<file path="src/rtl/csru_pkg.sv">
package csru_pkg;
  typedef enum logic [1:0] {
    EV_NONE,
    EV_DROP,
    EV_FRESH,
    EV_RECIRC
  } ev_kind_e;

  function automatic logic [7:0] lfsr_next(input logic [7:0] s);
    return {s[6:0], s[7] ^ s[5] ^ s[4] ^ s[3]};
  endfunction
endpackage

</file>
<file path="src/rtl/csru_lfsr.sv">
module csru_lfsr #(
  parameter logic [7:0] SEED = 8'h01
) (
  input  logic       clk,
  input  logic       rst,
  input  logic       step_i,
  output logic [7:0] value_o
);
  logic [7:0] state_q;

  always_ff @(posedge clk) begin
    if (rst) state_q <= SEED;
    else if (step_i) state_q <= csru_pkg::lfsr_next(state_q);
  end

  assign value_o = state_q;


  lfsr_nonzero_chk: assert property (@(posedge clk) disable iff (rst)
    state_q != 8'h00);
endmodule

</file>
<file path="src/rtl/csru_age_track.sv">
module csru_age_track #(
  parameter int WAYS = 4,
  localparam int AGW = $clog2(WAYS),
  localparam int IW  = $clog2(WAYS)
) (
  input  logic                      clk,
  input  logic                      rst,
  input  logic                      mru_en_i,
  input  logic                      lru_en_i,
  input  logic [IW-1:0]             way_i,
  output logic [WAYS-1:0][AGW-1:0]  age_o
);
  logic [WAYS-1:0][AGW-1:0] age_q;
  logic [AGW-1:0]           ref_age;

  assign ref_age = age_q[way_i];

  always_ff @(posedge clk) begin
    if (rst) begin
      for (int i = 0; i < WAYS; i++) age_q[i] <= AGW'(i);
    end else if (mru_en_i) begin
      for (int i = 0; i < WAYS; i++) begin
        if (IW'(i) == way_i) age_q[i] <= '0;
        else if (age_q[i] < ref_age) age_q[i] <= age_q[i] + AGW'(1);
      end
    end else if (lru_en_i) begin
      for (int i = 0; i < WAYS; i++) begin
        if (IW'(i) == way_i) age_q[i] <= AGW'(WAYS - 1);
        else if (age_q[i] > ref_age) age_q[i] <= age_q[i] - AGW'(1);
      end
    end
  end

  assign age_o = age_q;

  logic [WAYS-1:0] seen;
  always_comb begin
    seen = '0;
    for (int i = 0; i < WAYS; i++) seen[age_q[i]] = 1'b1;
  end


  age_perm_chk: assert property (@(posedge clk) disable iff (rst)
    &seen);
endmodule

</file>
<file path="src/rtl/csru_victim.sv">
module csru_victim #(
  parameter int WAYS = 4,
  localparam int AGW = $clog2(WAYS),
  localparam int IW  = $clog2(WAYS)
) (
  input  logic [WAYS-1:0]           valid_i,
  input  logic [WAYS-1:0]           singlet_i,
  input  logic [WAYS-1:0][AGW-1:0]  age_i,
  input  logic                      prefer_i,
  output logic                      full_o,
  output logic                      rep_any_o,
  output logic [IW-1:0]             acc_way_o,
  output logic [IW-1:0]             sin_way_o
);
  logic           free_found;
  logic [IW-1:0]  free_way;
  logic [IW-1:0]  lru_way;
  logic           rep_found;
  logic [IW-1:0]  rep_way;
  logic [AGW-1:0] rep_age;

  always_comb begin
    free_found = 1'b0;
    free_way   = '0;
    for (int i = WAYS - 1; i >= 0; i--) begin
      if (!valid_i[i]) begin
        free_found = 1'b1;
        free_way   = IW'(i);
      end
    end
    lru_way = '0;
    for (int i = 0; i < WAYS; i++) begin
      if (age_i[i] == AGW'(WAYS - 1)) lru_way = IW'(i);
    end
    rep_found = 1'b0;
    rep_way   = '0;
    rep_age   = '0;
    for (int i = 0; i < WAYS; i++) begin
      if (valid_i[i] && !singlet_i[i] && (!rep_found || age_i[i] > rep_age)) begin
        rep_found = 1'b1;
        rep_way   = IW'(i);
        rep_age   = age_i[i];
      end
    end
  end

  assign full_o    = !free_found;
  assign rep_any_o = rep_found;
  assign acc_way_o = free_found ? free_way : ((prefer_i && rep_found) ? rep_way : lru_way);
  assign sin_way_o = free_found ? free_way : lru_way;
endmodule

</file>
<file path="src/rtl/coop_spill_unit.sv">
module coop_spill_unit #(
  parameter int AW      = 16,
  parameter int DW      = 32,
  parameter int WAYS    = 4,
  parameter int CW      = 3,
  parameter int RC_INIT = 1,
  localparam int IW  = $clog2(WAYS),
  localparam int AGW = $clog2(WAYS)
) (
  input  logic          clk,
  input  logic          rst,
  input  logic          cfg_we_i,
  input  logic [7:0]    cfg_thresh_i,
  input  logic          acc_valid_i,
  input  logic [AW-1:0] acc_addr_i,
  input  logic [DW-1:0] acc_data_i,
  input  logic          acc_singlet_i,
  output logic          acc_hit_o,
  output logic [IW-1:0] acc_way_o,
  input  logic          si_valid_i,
  input  logic [AW-1:0] si_addr_i,
  input  logic [DW-1:0] si_data_i,
  input  logic [CW-1:0] si_count_i,
  input  logic          nt_valid_i,
  input  logic [AW-1:0] nt_addr_i,
  input  logic          nt_singlet_i,
  output logic          so_valid_o,
  output logic [AW-1:0] so_addr_o,
  output logic [DW-1:0] so_data_o,
  output logic [CW-1:0] so_count_o
);
  import csru_pkg::*;

  logic [WAYS-1:0]          valid_q, singlet_q, snr_q;
  logic [WAYS-1:0][AW-1:0]  tag_q;
  logic [WAYS-1:0][DW-1:0]  data_q;
  logic [WAYS-1:0][CW-1:0]  cnt_q;
  logic [7:0]               thresh_q;

  logic [WAYS-1:0][AGW-1:0] age;
  logic [7:0]               rnd;
  logic                     prefer, full, rep_any;
  logic [IW-1:0]            acc_vic, sin_vic;

  logic          hit, nt_hit;
  logic [IW-1:0] hit_way, nt_way;

  always_comb begin
    hit = 1'b0; hit_way = '0; nt_hit = 1'b0; nt_way = '0;
    for (int i = 0; i < WAYS; i++) begin
      if (valid_q[i] && tag_q[i] == acc_addr_i) begin hit = 1'b1; hit_way = IW'(i); end
      if (valid_q[i] && tag_q[i] == nt_addr_i)  begin nt_hit = 1'b1; nt_way = IW'(i); end
    end
  end

  logic do_hit, do_fill, do_sin, evicting;
  logic [IW-1:0] tgt_way, ev_way;

  assign do_hit   = acc_valid_i && hit;
  assign do_fill  = acc_valid_i && !hit;
  assign do_sin   = si_valid_i && !acc_valid_i;
  assign evicting = (do_fill || do_sin) && full;
  assign ev_way   = do_fill ? acc_vic : sin_vic;
  assign tgt_way  = do_hit ? hit_way : ev_way;
  assign prefer   = rnd <= thresh_q;

  csru_lfsr u_lfsr (
    .clk(clk), .rst(rst), .step_i(do_fill && full), .value_o(rnd)
  );

  csru_age_track #(.WAYS(WAYS)) u_age (
    .clk(clk), .rst(rst), .mru_en_i(acc_valid_i), .lru_en_i(do_sin),
    .way_i(tgt_way), .age_o(age)
  );

  csru_victim #(.WAYS(WAYS)) u_victim (
    .valid_i(valid_q), .singlet_i(singlet_q), .age_i(age), .prefer_i(prefer),
    .full_o(full), .rep_any_o(rep_any), .acc_way_o(acc_vic), .sin_way_o(sin_vic)
  );

  ev_kind_e      ev_kind;
  logic [CW-1:0] ev_cnt;

  always_comb begin
    ev_kind = EV_NONE;
    ev_cnt  = '0;
    if (snr_q[ev_way]) begin
      if (cnt_q[ev_way] > CW'(1)) begin
        ev_kind = EV_RECIRC;
        ev_cnt  = cnt_q[ev_way] - CW'(1);
      end else begin
        ev_kind = EV_DROP;
      end
    end else if (singlet_q[ev_way]) begin
      ev_kind = EV_FRESH;
      ev_cnt  = CW'(RC_INIT);
    end
  end

  logic ev_spill;
  assign ev_spill = evicting && (ev_kind == EV_FRESH || ev_kind == EV_RECIRC);

  always_ff @(posedge clk) begin
    if (rst) begin
      valid_q    <= '0;
      singlet_q  <= '0;
      snr_q      <= '0;
      cnt_q      <= '0;
      thresh_q   <= '0;
      acc_hit_o  <= 1'b0;
      acc_way_o  <= '0;
      so_valid_o <= 1'b0;
      so_addr_o  <= '0;
      so_data_o  <= '0;
      so_count_o <= '0;
    end else begin
      if (cfg_we_i) thresh_q <= cfg_thresh_i;
      if (nt_valid_i && nt_hit) singlet_q[nt_way] <= nt_singlet_i;
      acc_hit_o  <= do_hit;
      if (acc_valid_i) acc_way_o <= tgt_way;
      so_valid_o <= ev_spill;
      if (ev_spill) begin
        so_addr_o  <= tag_q[ev_way];
        so_data_o  <= data_q[ev_way];
        so_count_o <= ev_cnt;
      end
      if (do_hit) snr_q[hit_way] <= 1'b0;
      if (do_fill) begin
        valid_q[acc_vic]   <= 1'b1;
        singlet_q[acc_vic] <= acc_singlet_i;
        snr_q[acc_vic]     <= 1'b0;
        cnt_q[acc_vic]     <= '0;
      end
      if (do_sin) begin
        valid_q[sin_vic]   <= 1'b1;
        singlet_q[sin_vic] <= 1'b1;
        snr_q[sin_vic]     <= 1'b1;
        cnt_q[sin_vic]     <= si_count_i;
      end
    end
  end

  always_ff @(posedge clk) begin
    if (do_fill) begin
      tag_q[acc_vic]  <= acc_addr_i;
      data_q[acc_vic] <= acc_data_i;
    end else if (do_sin) begin
      tag_q[sin_vic]  <= si_addr_i;
      data_q[sin_vic] <= si_data_i;
    end
  end


  hit_needs_req_chk: assert property (@(posedge clk) disable iff (rst)
    acc_hit_o |-> $past(acc_valid_i));

  spill_cause_chk: assert property (@(posedge clk) disable iff (rst)
    so_valid_o |-> $past(acc_valid_i || si_valid_i));

  count_nonzero_chk: assert property (@(posedge clk) disable iff (rst)
    so_valid_o |-> so_count_o != '0);

  rep_discard_chk: assert property (@(posedge clk) disable iff (rst)
    (evicting && !snr_q[ev_way] && !singlet_q[ev_way]) |=> !so_valid_o);

  rep_pref_chk: assert property (@(posedge clk) disable iff (rst)
    (do_fill && full && prefer && rep_any) |-> !singlet_q[acc_vic]);

  hit_clears_snr_chk: assert property (@(posedge clk) disable iff (rst)
    do_hit |=> !snr_q[$past(hit_way)]);
endmodule

</file>
<file path="config.mk">
export PLATFORM = sky130hd
export DESIGN_NAME = coop_spill_unit
export DESIGN_NICKNAME = d
export VERILOG_FILES = /design/src/rtl/csru_pkg.sv /design/src/rtl/csru_lfsr.sv /design/src/rtl/csru_age_track.sv /design/src/rtl/csru_victim.sv /design/src/rtl/coop_spill_unit.sv
export SDC_FILE = /design/constraint.sdc
export NUM_CORES = 1
export LEC_CHECK = 0
export BUFFER_PORTS_ARGS = -buffer_cell sky130_fd_sc_hd__buf_4
export CORE_MARGIN = 5
export CORE_UTILIZATION = 30
export CTS_BUF_LIST = sky130_fd_sc_hd__clkbuf_4
export CTS_CLUSTER_SIZE = 12
export DETAILED_ROUTE_END_ITERATION = 10
export GPL_TIMING_DRIVEN = 0
export PLACE_DENSITY = 0.58
export SLEW_MARGIN = 20
export SYNTH_ARGS = -nofsm -noshare
export SYNTH_HDL_FRONTEND = slang
export SYNTH_SLANG_ARGS = --single-unit
</file>
<file path="constraint.sdc">
create_clock -name clk -period 9 [get_ports clk]
set_input_delay 1.35 -clock clk [delete_from_list [all_inputs] [get_ports clk]]
set_output_delay 1.35 -clock clk [all_outputs]
set_load 0.005 [all_outputs]
</file>
==> impl_metrics.yaml <==
power_and_ir_drop:
  total_power_mw: 3.80
  p_per_area_nw_per_um2: 193
  ir_drop_v: 0.0000895
  power.leakage_nw: 7.04
min_path:
  hold_path_class: "flip-flop to flip-flop"
critical_path:
  start_kind: "flip-flop"
  cp.arrival_ps: 9030
  worst_ep_required_time_ps: 9470
  endpoint_kind: "flip-flop"
  cp_max_fo: 14
  path_class: "flip-flop to flip-flop"
clock_tree:
  path_clk_slew_ps: 70
  clock_latency_ps: 790
  cts_buffers: 84
  clock_sinks: 295
  clock_path_buffers: 3
  cts_resized: 0
  cts_setup_buffers: 0
  cts_hold_buffers: 0
  htreeDepth: 3
  root_buffer: "clkbuf_4"
  cts_tree: "yes"
synth:
  yosysWarnings: 0
  synth_commonest_cells: "193 x a22o_1, 192 x edfxtp_1, 103 x dfxtp_1, 90 x xnor2_1, 89 x a21oi_1"
  netlist-cell-type-count: 73
  syn-num-nets: 1593
  synth.cell_area_sq_um: 16300
  syn_avg_cell_area_sq_um: 11.3
  synth-compound-area-share_pct: 20.0
  synth_xor_area_share_pct: 7.15
  synth_area_leader_cell: "edfxtp_1"
  seq_area_frac_synth_pct: 48.0
  yosys.area_share.simple_pct: 9.56
  synth_top_family_by_area: "compound AO/OA/AOI/OAI gates"
  synth-edff-count: 192
  synthMuxAreaShare_pct: 9.18
  postSynthCellCount: 1439
  synth_top_area_share_pct: 35.4
  synth_fa_ha_area_share_pct: 1.95
  ys.flop_type: "edfxtp_1"
  synth_area_leaders: "edfxtp_1 35%, dfxtp_1 13%, a22o_1 10%, mux4_2 6.9%, xnor2_1 4.8%"
  ys_ff_latch: 295
  async_reset_ff_share_pct: 0
  synth_most_common_cell: "a22o_1"
layout:
  fill_cells: 5385
  multi_input_area_sq_um: 7830
  final_nets: 1843
  ff_latch_area_sq_um: 7830
  syn_to_final_growth_pct: 20.8
  drive_gt1_share_pct: 23.9
  fin_cells: 2456
die:
  core_area_sq_um: 53800
  io_pins: 186
  initial_core_util_pct: 30.3
  die_area_sq_um: 59100
  die_w_um: 243
  fp-row-count: 85
  die_h_um: 243
sta:
  min_period_ps: 8560
  fin_worst_skew_ps: 39.4
  fin_crit_sh_pct: 95.1
  clock.fmax_mhz: 117
  drv_slew: 0
  tightest_slew_ps: 1090
  finalSetupTns_ps: 0
  finalHoldViolations: 0
  rsz0062_at_grt: "false"
  maxSlewHeadroom_pct: 27.3
  report.final.setup_viol: 0
routing:
  drtIter0Drc: 1212
  wl_mm: 60.0
  vias: 13600
  via_per_inst: 5.55
  final_antenna_net_count: 0
  drtPass1Iterations: 7
  drcViolationCount: 0
  wl_per_cell_um: 24.4
global_route:
  grt.total_usage_pct: 19.7
  grt_pass1_wl_mm: 88.9
  grt_pass1_vias: 13800
  grt_max_degree: 40
  grt_remaining_overflow: 0
  antenna_found_initial: 9
placed_design:
  placed_cells: 2299
  dp_hpwl_mm: 44.5
  port_buffers: 156
  place_congestion: 0.969
status:
  status: "completed"
run:
  max-cap-violations: 0
kinds of logic (layout without fill, tap and decap cells):
family / count (synthesis) / after routing
other: 0 / 6
muxes: 85 / 85
AOI/OAI and AO/OA: 435 / 435
xor gates and xnor gates: 133 / 133
buffers and inverters: 157 / 472
and+or+nand+nor: 308 / 308
adders and majority gates: 26 / 26
DFF: 295 / 295
final cells by class:
cell class              count  area share [%]
multi-input cells         987            39.8
clock buffers             130            4.95
repair buffers            164            7.00
well taps                 696            4.42
diodes                      6          0.0762
plain buffers             124            2.83
flip-flops and latches    295            39.7
inverters                  33           0.642
clock inverters            21           0.584
report_power, final:
part,leakage [nW],internal (mW),switching (mW)
combinational,3.74,0.367,0.532
sequential,2.65,1.55,0.0668
clock,0.659,0.685,0.598
total,7.04,2.60,1.20
placed cells by master (no fill, tap or decap), drive strengths merged, types with 8 or more instances in the layout:
cell type,count
clkbuf,218
nand4,30
nand2b,12
a21oi,97
dfxtp,103
ha,23
clkinv,18
mux2i,32
xnor2,90
a22o,193
buf,200
inv,34
edfxtp,192
a31oi,8
mux4,50
nor2,70
o211ai,9
nand2,44
nand3,84
o21ai,70
nor3,20
or4,11
xor2,43
nor4,8
path summary, 6_finish.rpt:
kind	startpoint	to	slack, ps	cells past startpoint
setup reg to reg	valid_q[0]	data_q[60]	440	27
hold / removal	so_addr_o[11]	so_addr_o[11]	460	2
setup / recovery	valid_q[0]	data_q[60]	440	27
hold reg to reg	so_addr_o[11]	so_addr_o[11]	460	2
per-stage QoR:
step	area, sq um	hold slack [ps]	utilization, %	setup WS (ps)
final	19700	465	36.6	441
after global routing	19700	479	36.6	35.3
after CTS	19700	466	36.6	550
after detailed placement	18600	458	34.6	607
after global placement	18300	456	34.1	-3010
after floorplan	16300	445	-	1130
worst max-delay path, stage by stage (launching register included):
cell	delay [ps]
dfxtp_1	540
inv_1	270
nor2_1	240
nand2_1	110
ha_1	310
nor2b_1	120
o21ai_0	100
a21oi_1	270
mux2_2	390
ha_1	280
a221oi_1	440
a41o_1	260
nor2_1	70
a21oi_1	120
ha_1	250
nor2b_1	130
o21ai_0	200
a21oi_1	120
o311ai_0	450
mux2_2	240
clkbuf_1	480
nand2_1	240
nor2_1	870
clkbuf_1	580
nor2_1	150
a21oi_4	580
buf_16	240
buf_8	180
registers in the layout, summed over array words and instances (netlist names), 8 cells and up:
register	count
u_age.age_o	8
so_data_o	32
u_lfsr.value_o	8
so_addr_o	16
thresh_q	8
tag_q	64
cnt_q	12
data_q	128
per-layer routing:
layer / vias to the layer above / wire (um) / GRT usage [%]
met3: 102 / 4870 / 5.47
li1: 6148 / - / -
met1: 6786 / 24700 / 25.4
met2: 585 / 28900 / 32.4
met5: - / 34 / 0
met4: 6 / 1560 / 6.39
(Power assumes the default switching activity.)
